===== src/rtl/cfgrt_pkg.sv =====
package cfgrt_pkg;
   localparam int DATA_W = 32;

   typedef enum logic [1:0] {
      LEN_B1 = 2'd0,
      LEN_B2 = 2'd1,
      LEN_B4 = 2'd2
   } cfg_len_e;

   function automatic logic [DATA_W-1:0] len_mask(input logic [1:0] len);
      case (len)
         LEN_B1:  len_mask = 32'h0000_00FF;
         LEN_B2:  len_mask = 32'h0000_FFFF;
         default: len_mask = 32'hFFFF_FFFF;
      endcase
   endfunction
endpackage


===== src/rtl/cfgrt_decode.sv =====
module cfgrt_decode #(
   parameter int BUS_W  = 8,
   parameter int SLOT_W = 8,
   parameter int OFF_W  = 8
) (
   input  logic                        req_valid,
   input  logic [BUS_W+SLOT_W+OFF_W-1:0] req_addr,
   input  logic [(1<<SLOT_W)-1:0]      occ,
   output logic                        hit,
   output logic [OFF_W-1:0]            offset,
   output logic [(1<<SLOT_W)-1:0]      sel
);
   localparam int NUM_SLOTS = 1 << SLOT_W;

   logic [BUS_W-1:0]  bus_f;
   logic [SLOT_W-1:0] slot_f;
   logic              bus_ok;

   assign bus_f  = req_addr[BUS_W+SLOT_W+OFF_W-1 -: BUS_W];
   assign slot_f = req_addr[SLOT_W+OFF_W-1 -: SLOT_W];
   assign offset = req_addr[OFF_W-1:0];
   assign bus_ok = (bus_f == '0);
   assign hit    = req_valid && bus_ok && occ[slot_f];

   for (genvar g = 0; g < NUM_SLOTS; g++) begin : g_sel
      assign sel[g] = hit && (slot_f == SLOT_W'(g));
   end
endmodule


===== src/rtl/cfgrt_resp.sv =====
module cfgrt_resp
   import cfgrt_pkg::*;
(
   input  logic              clk,
   input  logic              rst_n,
   input  logic              req_valid,
   input  logic              req_write,
   input  logic              hit,
   input  logic [1:0]        req_len,
   input  logic [DATA_W-1:0] tgt_rdata,
   output logic              resp_valid,
   output logic [DATA_W-1:0] resp_rdata
);
   logic [DATA_W-1:0] mask;
   assign mask = len_mask(req_len);

   always_ff @(posedge clk or negedge rst_n) begin
      if (!rst_n) begin
         resp_valid <= 1'b0;
         resp_rdata <= '0;
      end else begin
         resp_valid <= req_valid && !req_write;
         if (req_valid && !req_write)
            resp_rdata <= hit ? (tgt_rdata & mask) : mask;
      end
   end

   p_read_pulse_r6: assert property (@(posedge clk) disable iff (!rst_n)
      (req_valid && !req_write) |=> resp_valid);
   p_write_silent_r7: assert property (@(posedge clk) disable iff (!rst_n)
      (req_valid && req_write) |=> !resp_valid);
   p_miss_ones_r4: assert property (@(posedge clk) disable iff (!rst_n)
      (req_valid && !req_write && !hit) |=> (resp_rdata == $past(mask)));
endmodule


===== src/rtl/cfgrt_slot_alloc.sv =====
module cfgrt_slot_alloc #(
   parameter int SLOT_W   = 8,
   parameter int STEP     = 8,
   parameter int SLOT_MIN = 0,
   parameter int MAX_DEV  = 32
) (
   input  logic                         clk,
   input  logic                         rst_n,
   input  logic                         reg_valid,
   input  logic                         reg_auto,
   input  logic [SLOT_W-1:0]            reg_slot,
   output logic [(1<<SLOT_W)-1:0]       occ,
   output logic                         reg_done,
   output logic                         reg_ok,
   output logic [SLOT_W-1:0]            reg_grant,
   output logic [$clog2(MAX_DEV+1)-1:0] reg_irq
);
   localparam int NUM_SLOTS = 1 << SLOT_W;
   localparam int NCAND     = NUM_SLOTS / STEP;
   localparam int IDX_W     = $clog2(MAX_DEV + 1);

   if (SLOT_MIN % STEP != 0 || SLOT_MIN >= NUM_SLOTS)
      $error("SLOT_MIN must be a multiple of STEP below the slot count");
   if (NUM_SLOTS % STEP != 0)
      $error("STEP must divide the slot count");

   logic [NUM_SLOTS-1:0] occ_q;
   logic [IDX_W-1:0]     cnt_q;
   logic [NCAND-1:0]     cand_free;
   logic                 pick_found;
   logic [SLOT_W-1:0]    pick_slot;
   logic [SLOT_W-1:0]    tgt_slot;
   logic                 full;
   logic                 grant;

   for (genvar g = 0; g < NCAND; g++) begin : g_cand
      if (g * STEP >= SLOT_MIN) begin : g_on
         assign cand_free[g] = !occ_q[g*STEP];
      end else begin : g_off
         assign cand_free[g] = 1'b0;
      end
   end

   always_comb begin
      pick_found = 1'b0;
      pick_slot  = '0;
      for (int i = NCAND - 1; i >= 0; i--) begin
         if (cand_free[i]) begin
            pick_found = 1'b1;
            pick_slot  = SLOT_W'(i * STEP);
         end
      end
   end

   assign full     = (cnt_q == IDX_W'(MAX_DEV));
   assign tgt_slot = reg_auto ? pick_slot : reg_slot;
   assign grant    = reg_valid && !full && (!reg_auto || pick_found);
   assign occ      = occ_q;

   always_ff @(posedge clk or negedge rst_n) begin
      if (!rst_n) begin
         occ_q     <= '0;
         cnt_q     <= '0;
         reg_done  <= 1'b0;
         reg_ok    <= 1'b0;
         reg_grant <= '0;
         reg_irq   <= '0;
      end else begin
         reg_done <= reg_valid;
         if (reg_valid) begin
            reg_ok    <= grant;
            reg_grant <= tgt_slot;
            reg_irq   <= cnt_q;
         end
         if (grant) begin
            occ_q[tgt_slot] <= 1'b1;
            cnt_q           <= cnt_q + IDX_W'(1);
         end
      end
   end

   p_done_follows_r11: assert property (@(posedge clk) disable iff (!rst_n)
      reg_valid |=> reg_done);
   p_cap_limit_r10: assert property (@(posedge clk) disable iff (!rst_n)
      cnt_q <= IDX_W'(MAX_DEV));
   p_full_holds_r10: assert property (@(posedge clk) disable iff (!rst_n)
      (reg_valid && full) |=> ($stable(occ_q) && !reg_ok));
   p_grant_marked_r9: assert property (@(posedge clk) disable iff (!rst_n)
      (reg_done && reg_ok) |-> occ_q[reg_grant]);
endmodule


===== src/rtl/cfg_access_router.sv =====
module cfg_access_router
   import cfgrt_pkg::*;
#(
   parameter int BUS_W    = 8,
   parameter int SLOT_W   = 8,
   parameter int OFF_W    = 8,
   parameter int STEP     = 8,
   parameter int SLOT_MIN = 0,
   parameter int MAX_DEV  = 32
) (
   input  logic                         clk,
   input  logic                         rst_n,
   input  logic                         req_valid,
   input  logic                         req_write,
   input  logic [BUS_W+SLOT_W+OFF_W-1:0] req_addr,
   input  logic [1:0]                   req_len,
   input  logic [31:0]                  req_wdata,
   output logic                         resp_valid,
   output logic [31:0]                  resp_rdata,
   output logic [(1<<SLOT_W)-1:0]       tgt_sel,
   output logic                         tgt_write,
   output logic [OFF_W-1:0]             tgt_offset,
   output logic [1:0]                   tgt_len,
   output logic [31:0]                  tgt_wdata,
   input  logic [31:0]                  tgt_rdata,
   input  logic                         reg_valid,
   input  logic                         reg_auto,
   input  logic [SLOT_W-1:0]            reg_slot,
   output logic                         reg_done,
   output logic                         reg_ok,
   output logic [SLOT_W-1:0]            reg_grant,
   output logic [$clog2(MAX_DEV+1)-1:0] reg_irq
);
   localparam int NUM_SLOTS = 1 << SLOT_W;

   if (BUS_W < 1 || SLOT_W < 3 || OFF_W < 1)
      $error("field widths out of range");

   logic [NUM_SLOTS-1:0] occ;
   logic                 hit;

   cfgrt_slot_alloc #(
      .SLOT_W(SLOT_W), .STEP(STEP), .SLOT_MIN(SLOT_MIN), .MAX_DEV(MAX_DEV)
   ) i_alloc (
      .clk(clk), .rst_n(rst_n),
      .reg_valid(reg_valid), .reg_auto(reg_auto), .reg_slot(reg_slot),
      .occ(occ), .reg_done(reg_done), .reg_ok(reg_ok),
      .reg_grant(reg_grant), .reg_irq(reg_irq)
   );

   cfgrt_decode #(
      .BUS_W(BUS_W), .SLOT_W(SLOT_W), .OFF_W(OFF_W)
   ) i_decode (
      .req_valid(req_valid), .req_addr(req_addr), .occ(occ),
      .hit(hit), .offset(tgt_offset), .sel(tgt_sel)
   );

   cfgrt_resp i_resp (
      .clk(clk), .rst_n(rst_n),
      .req_valid(req_valid), .req_write(req_write), .hit(hit),
      .req_len(req_len), .tgt_rdata(tgt_rdata),
      .resp_valid(resp_valid), .resp_rdata(resp_rdata)
   );

   assign tgt_write = req_valid && req_write;
   assign tgt_len   = req_len;
   assign tgt_wdata = req_wdata;

   p_far_bus_quiet_r3: assert property (@(posedge clk) disable iff (!rst_n)
      (req_valid && req_addr[BUS_W+SLOT_W+OFF_W-1 -: BUS_W] != '0) |-> (tgt_sel == '0));
   p_sel_single_r2: assert property (@(posedge clk) disable iff (!rst_n)
      $onehot0(tgt_sel));
   p_sel_on_occupied_r2: assert property (@(posedge clk) disable iff (!rst_n)
      (tgt_sel != '0) |-> ((tgt_sel & ~occ) == '0));
endmodule


===== config.mk =====
export PLATFORM = sky130hd
export DESIGN_NAME = cfg_access_router
export DESIGN_NICKNAME = d
export VERILOG_FILES = /design/src/rtl/cfgrt_pkg.sv /design/src/rtl/cfgrt_decode.sv /design/src/rtl/cfgrt_resp.sv /design/src/rtl/cfgrt_slot_alloc.sv /design/src/rtl/cfg_access_router.sv
export SDC_FILE = /design/constraint.sdc
export NUM_CORES = 1
export LEC_CHECK = 0
export BUFFER_PORTS_ARGS = -buffer_cell sky130_fd_sc_hd__buf_4
export CORE_MARGIN = 1.5
export CORE_UTILIZATION = 26
export CTS_CLUSTER_DIAMETER = 30
export DETAILED_ROUTE_END_ITERATION = 10
export PLACE_DENSITY = 0.5
export SLEW_MARGIN = 20
export SYNTH_ARGS = -nofsm -noshare
export SYNTH_HDL_FRONTEND = slang
export SYNTH_HIERARCHICAL = 1
export SYNTH_SLANG_ARGS = --single-unit

===== constraint.sdc =====
create_clock -name clk -period 3.4 [get_ports clk]
set_input_delay 0.68 -clock clk [delete_from_list [all_inputs] [get_ports clk]]
set_output_delay 0.68 -clock clk [all_outputs]
set_load 0.005 [all_outputs]

# After elaboration in Yosys (flattened, before gate mapping)
# Index checks and enable logic that the tools add are counted.
# W data, S select, Z words.
# word_totals
regBits	311
latch_bits	0
mem_bits_rw	0
romBits	0
inputBits	104
out_inout_bits	348
wordCells	612
memories	0
# classes
addsub	1
n_mul	0
n_div	0
magnitude_cmp	3
eq_ne	257
shift	0
n_mux	71
n_bitwise	2
reduce_logical	270
# op_table
operator	count
$eq A8 B8 Y1 const B	128
$eq A8 B7 Y1 const B	64
$mux W8	33
$logic_and A1 B1 Y1	263
$eq A8 B6 Y1 const B	32
$or A256 B256 Y256	1
$eq A8 B5 Y1 const B	16
$eq A8 B4 Y1 const B	8
$pmux W32 S2	1
$mux W1	34
$and A32 B32 Y32	1
$eq A8 B3 Y1 const B	4
$mux W32	1
$lt A8 B9 Y1 const B	2
$eq A8 B2 Y1 const B	2
$logic_not A8 Y1	2
$bmux W1 S8	1
$demux W1 S8	1
$eq A8 B1 Y1 const B	1
$ge A8 B1 Y1 const B	1
$add A6 B1 Y6 const B	1
$eq A6 B6 Y1 const B	1
$logic_not A1 Y1	3
$eq A2 B1 Y1 const B	1
2 further kinds	2

# Depth between registers and ports, before layout
# depth
depth_word	38
ltp_mapped	15
depth_no_buf	10

# Cells and area by module
# Netlist, hierarchy kept.
# modules_own_cells
module	instances	cells_each	area_per_inst_um2	seq_area_each_um2
cfgrt_slot_alloc	1	843	10781.6	6956.7
cfgrt_decode	1	641	5260.0	0.0
cfgrt_resp	1	145	1450.1	825.8
cfg_access_router	1	35	261.5	0.0

# Worst setup path before layout
# Ideal clock, no wire load.
# synth_path
path_type	input -> output
startpoint	input port req_addr[9]
endpoint	output port tgt_sel[122]
arrival_time_ns	2.795
t_required_ns	2.720
slack_ns	-0.075
stages	10
path_buffers	4
cell_sequence	buf_6 -> buf_6 -> mux4_2 -> mux4_2 -> o22ai_1 -> nor3_1 -> nor4_4 -> buf_6 -> buf_6 -> nor4_1
# synth_via
elab_chain_len	4
elab_cells_between_ends	5
cone_classes	eq/ne (1); mux (2); reduce/logical (2)
# synth_lines
element	line_no	text
start, declared	cfg_access_router.sv:15	input logic [BUS_W+SLOT_W+OFF_W-1:0] req_addr,
$bmux W1 S8	cfgrt_decode.sv:23	assign hit = req_valid && bus_ok && occ[slot_f];
$mux W1 (implied by the code)	cfgrt_decode.sv:23	
$logic_and A1 B1 Y1	cfgrt_decode.sv:23	
$logic_and A1 B1 Y1 *	cfgrt_decode.sv:26	assign sel[g] = hit && (slot_f == SLOT_W'(g));
end, declared	cfg_access_router.sv:20	output logic [(1<<SLOT_W)-1:0] tgt_sel,
# Every way passes the cells marked *; elsewhere a longest branch is shown, timed or not. The select of a mux whose other input is x is not followed.

# Worst setup path after layout
# layout_path
startpoint	input port req_addr[9]
endpoint	output port tgt_sel[235]
# The elaborated chain is that of the path after synthesis.

==> out/results.tsv <==
stage	metric	value	unit
setup_path	FF-to-FF path depth	13	
floorplan	Initial Util	0.263	
sta	Hold WS	0.0487	ns
clock_network	worst skew pair latency	0.62	ns
setup_path	crit end category	primary output	
synth	synthesis-stage register bit count	311	
clock_network	Root Buffer	clkbuf_16	
synth	Async SR Flop Fraction	1.00	
grt	Overall Global Routing Usage	0.196	
sta	Worst slew margin	0.294	
grt	first-pass GRT wire length	105000	um
synth	Post-Syn Area	17800	um2
sta	unrepaired setup endpoints after global routing	yes	
sta	setup ws final	-0.605	ns
grt	global route overflow	0	
pwr	Leakage Power	0.0127	uW
sta	max frequency	250	MHz
job	max_cap viols	0	
drt	drt via density	5.34	
synth	average size of a mapped cell	10.7	um2
synth	Post-synth EDFFs	0	
floorplan	DIE AREA	69900	um2
cells_and_area	area grow syn2layout	48.4	%
setup_path	CP arrival	3.33	ns
placement	pre-CTS WS	-0.641	ns
drt	Vias	16300	
clock_network	CTS clk-pin slew, worst paths	0.04	ns
sta	Tcrit/Tclk final	1.18	
drt	post-route ant nets	0	
synth	count of cell types in the netlist	71	
pwr	maximum vdd drop	0.556	mV
placement	I/O Buffers	371	
grt	initial antenna violation count	1	
hold_path	Min-Delay Path Class	primary input to asynchronous set/reset pin	
clock_network	Clock Path Buffers	3	
sta	Slew Viols, Final	0	
synth	Seq/Total Area, Yosys	0.438	
pwr	Power, Total	16400	uW
grt	largest net degree at the start of global routing	92	
drt	drc violations	0	
cells_and_area	Finished Cell Area	26300	um2
floorplan	row cnt	95	
sta	worst setup skew after layout	0.0439	ns
pwr	power per cell area	622	nW/um2
grt	vias in the first global route	16200	
clock_network	CTS tree	yes	
cells_and_area	final-stage net count	2213	
setup_path	CP endpoint	tgt_sel[235]	
cells_and_area	Antenna Cells	0	
setup_path	worst r2r src	i_alloc/occ[218]	
floorplan	CORE AREA	67400	um2
synth	Mapped Cells	1664	
synth	yosys warns	6	
setup_path	Reg2Reg Setup Slack	0.10	ns
drt	Routed WL per cell	23.5	um
sta	worst slew pin tran	1.06	ns
placement	Cell Area, Placed	22100	um2
drt	WL final	71500	um
setup_path	critical path peak fanout	12	
sta	Fin. Hold Viols	0	
setup_path	WS Path Type	primary input to primary output	
outcome	outcome	complete, but fails checks	
drt	initial DRC count	1038	
setup_path	Critical Path RT	2.72	ns
placement	post-DP HPWL	50300	um
clock_network	htree depth	3	
clock_network	CTS sink cnt	311	
clock_network	CTS buffer count	84	
cells_and_area	Final Util	0.391	
cells_and_area	Filler Cell Count	6539	
placement	routability cong.	0.856	
cells_and_area	share of cells above drive strength 1	0.475	
floorplan	Die W	264	um
clock_network	Hold Buf Count CTS	0	
sta	Tmin final	4.01	ns
synth	Synthesized Nets	1770	
synth	Top FF cell, synth	dfrtp_1	
drt	router iterations before antenna repair	5	
floorplan	Die Span Y	264	um
sta	Final setup viols	257	
setup_path	Setup crit start kind	primary input	
setup_path	reg2reg end	i_resp/resp_rdata[9]	
floorplan	io pins	452	
outcome	failing checks	setup timing	
setup_path	Critical Path Start	req_addr[9]	
[cell usage after synthesis, drive strengths merged (3+ instances only)]
cell,instances,area share
a21o,134,0.057
nand2b,7,0.0029
o221ai,3,0.0018
buf,139,0.062
a22o,5,0.0025
nor2,77,0.021
clkbuf,82,0.017
a31oi,11,0.0046
nand3,27,0.0079
a21oi,25,0.0070
mux4,28,0.036
o31ai,6,0.0025
nor4,260,0.12
mux2i,81,0.046
dfrtp,311,0.44
and3,7,0.0025
a31o,74,0.037
nor3,12,0.0046
mux2,12,0.0076
o21ai,59,0.020
nand2,123,0.026
nor2b,23,0.0081
and4,3,0.0015
xnor2,5,0.0025
a41o,12,0.0068
o22ai,12,0.0042
o21bai,37,0.016
and2,9,0.0032
a22oi,26,0.011
a41oi,3,0.0015
nand4,13,0.0053
inv,17,0.0036
[layout by cell type (no fill, tap or decap), types with 26 or more instances in the layout]
cell type  count
buf_12        27
clkbuf_16     91
nor4_2       104
a21o_1       134
o21bai_1      37
nand3_1       26
mux4_2        28
buf_4        518
dfrtp_1      311
nor4_4        42
mux2i_1       81
nor4_1       114
nand2_1      123
nor2_1        65
o21ai_0       36
a22oi_1       26
a31o_2        73
[where the power goes]
part | internal (uW) | total (uW) | switching, uW | leakage (uW)
sequential | 4210 | 4620 | 417 | 0.00413
clock | 5850 | 8310 | 2460 | 0.00146
combinational | 1450 | 3440 | 1990 | 0.00715
[stage by stage]
stage,cells,setup TNS [ns]
floorplan,1664,-3.64
global placement,2874,-140.31
detailed placement,2874,-150.42
CTS,3036,-135.69
global route,3046,-159.58
finish,3046,-130.43
[timing repair]
action	in CTS	in global routing
setup endpoints to repair	256	285
pin swaps	22	22
cloned	5	8
setup buffers	5	2
resized for setup	63	72
[state kept, by name, summed over array words and instances (netlist names)]
| register | cells |
|---|---|
| i_alloc/occ | 256 |
| i_resp/resp_valid | 1 |
| i_alloc/cnt_q | 6 |
| i_alloc/reg_ok | 1 |
| i_alloc/reg_grant | 8 |
| i_resp/resp_rdata | 32 |
| i_alloc/reg_done | 1 |
| i_alloc/reg_irq | 6 |
[critical path, stage by stage]
cell and delay [ns]:
buf_8 0.16, buf_12 0.13, mux4_2 0.52, mux4_2 0.55
o22ai_4 0.14, nor3_4 0.08, nor4_4 0.22, buf_6 0.20
buf_16 0.19, clkbuf_16 0.18, nor4_1 0.06, buf_4 0.18
[worst min-delay path by stage]
stage	cells after the start	from	to	slack, ns
after global routing	1	rst_n	i_alloc/occ[16]	0.09
after global placement	1	i_alloc/occ[58]	i_alloc/occ[58]	0.43
after detailed placement	1	i_alloc/occ[51]	i_alloc/occ[51]	0.44
after floorplan	0	rst_n	i_alloc/cnt_q[0]	0.38
final	1	rst_n	i_alloc/occ[16]	0.05
after CTS	1	rst_n	i_alloc/occ[16]	0.07
[cell type report]
class | instances | area (um2) | share of cell area
multi-input combinational | 1115 | 9340 | 0.354
sequential | 311 | 7780 | 0.295
timing repair buffer | 578 | 5040 | 0.191
clock buffer | 115 | 2410 | 0.0914
tap | 873 | 1090 | 0.0415
clock inverter | 37 | 626 | 0.0237
inverter | 17 | 63.8 | 0.00242
[logic make-up after synthesis]
kind of cell               count (synthesis)  synth area share
and+or+nand+nor                          569             0.209
AOI/OAI and AO/OA                        418             0.177
DFF                                      311             0.438
buffers and inverters                    238            0.0830
muxes                                    121            0.0892
xor gates and xnor gates                   5           0.00247
adders and majority gates                  2           0.00141
[layer usage]
layer  global-route usage  vias to the layer above  share of wire
met2                0.338                      692           0.50
met3               0.0516                      140          0.069
met1                0.235                     8249           0.40
li1                     -                     7195              -
met5              0.00832                        -         0.0013
met4               0.0696                        4          0.029
(Power assumes the default switching activity.)
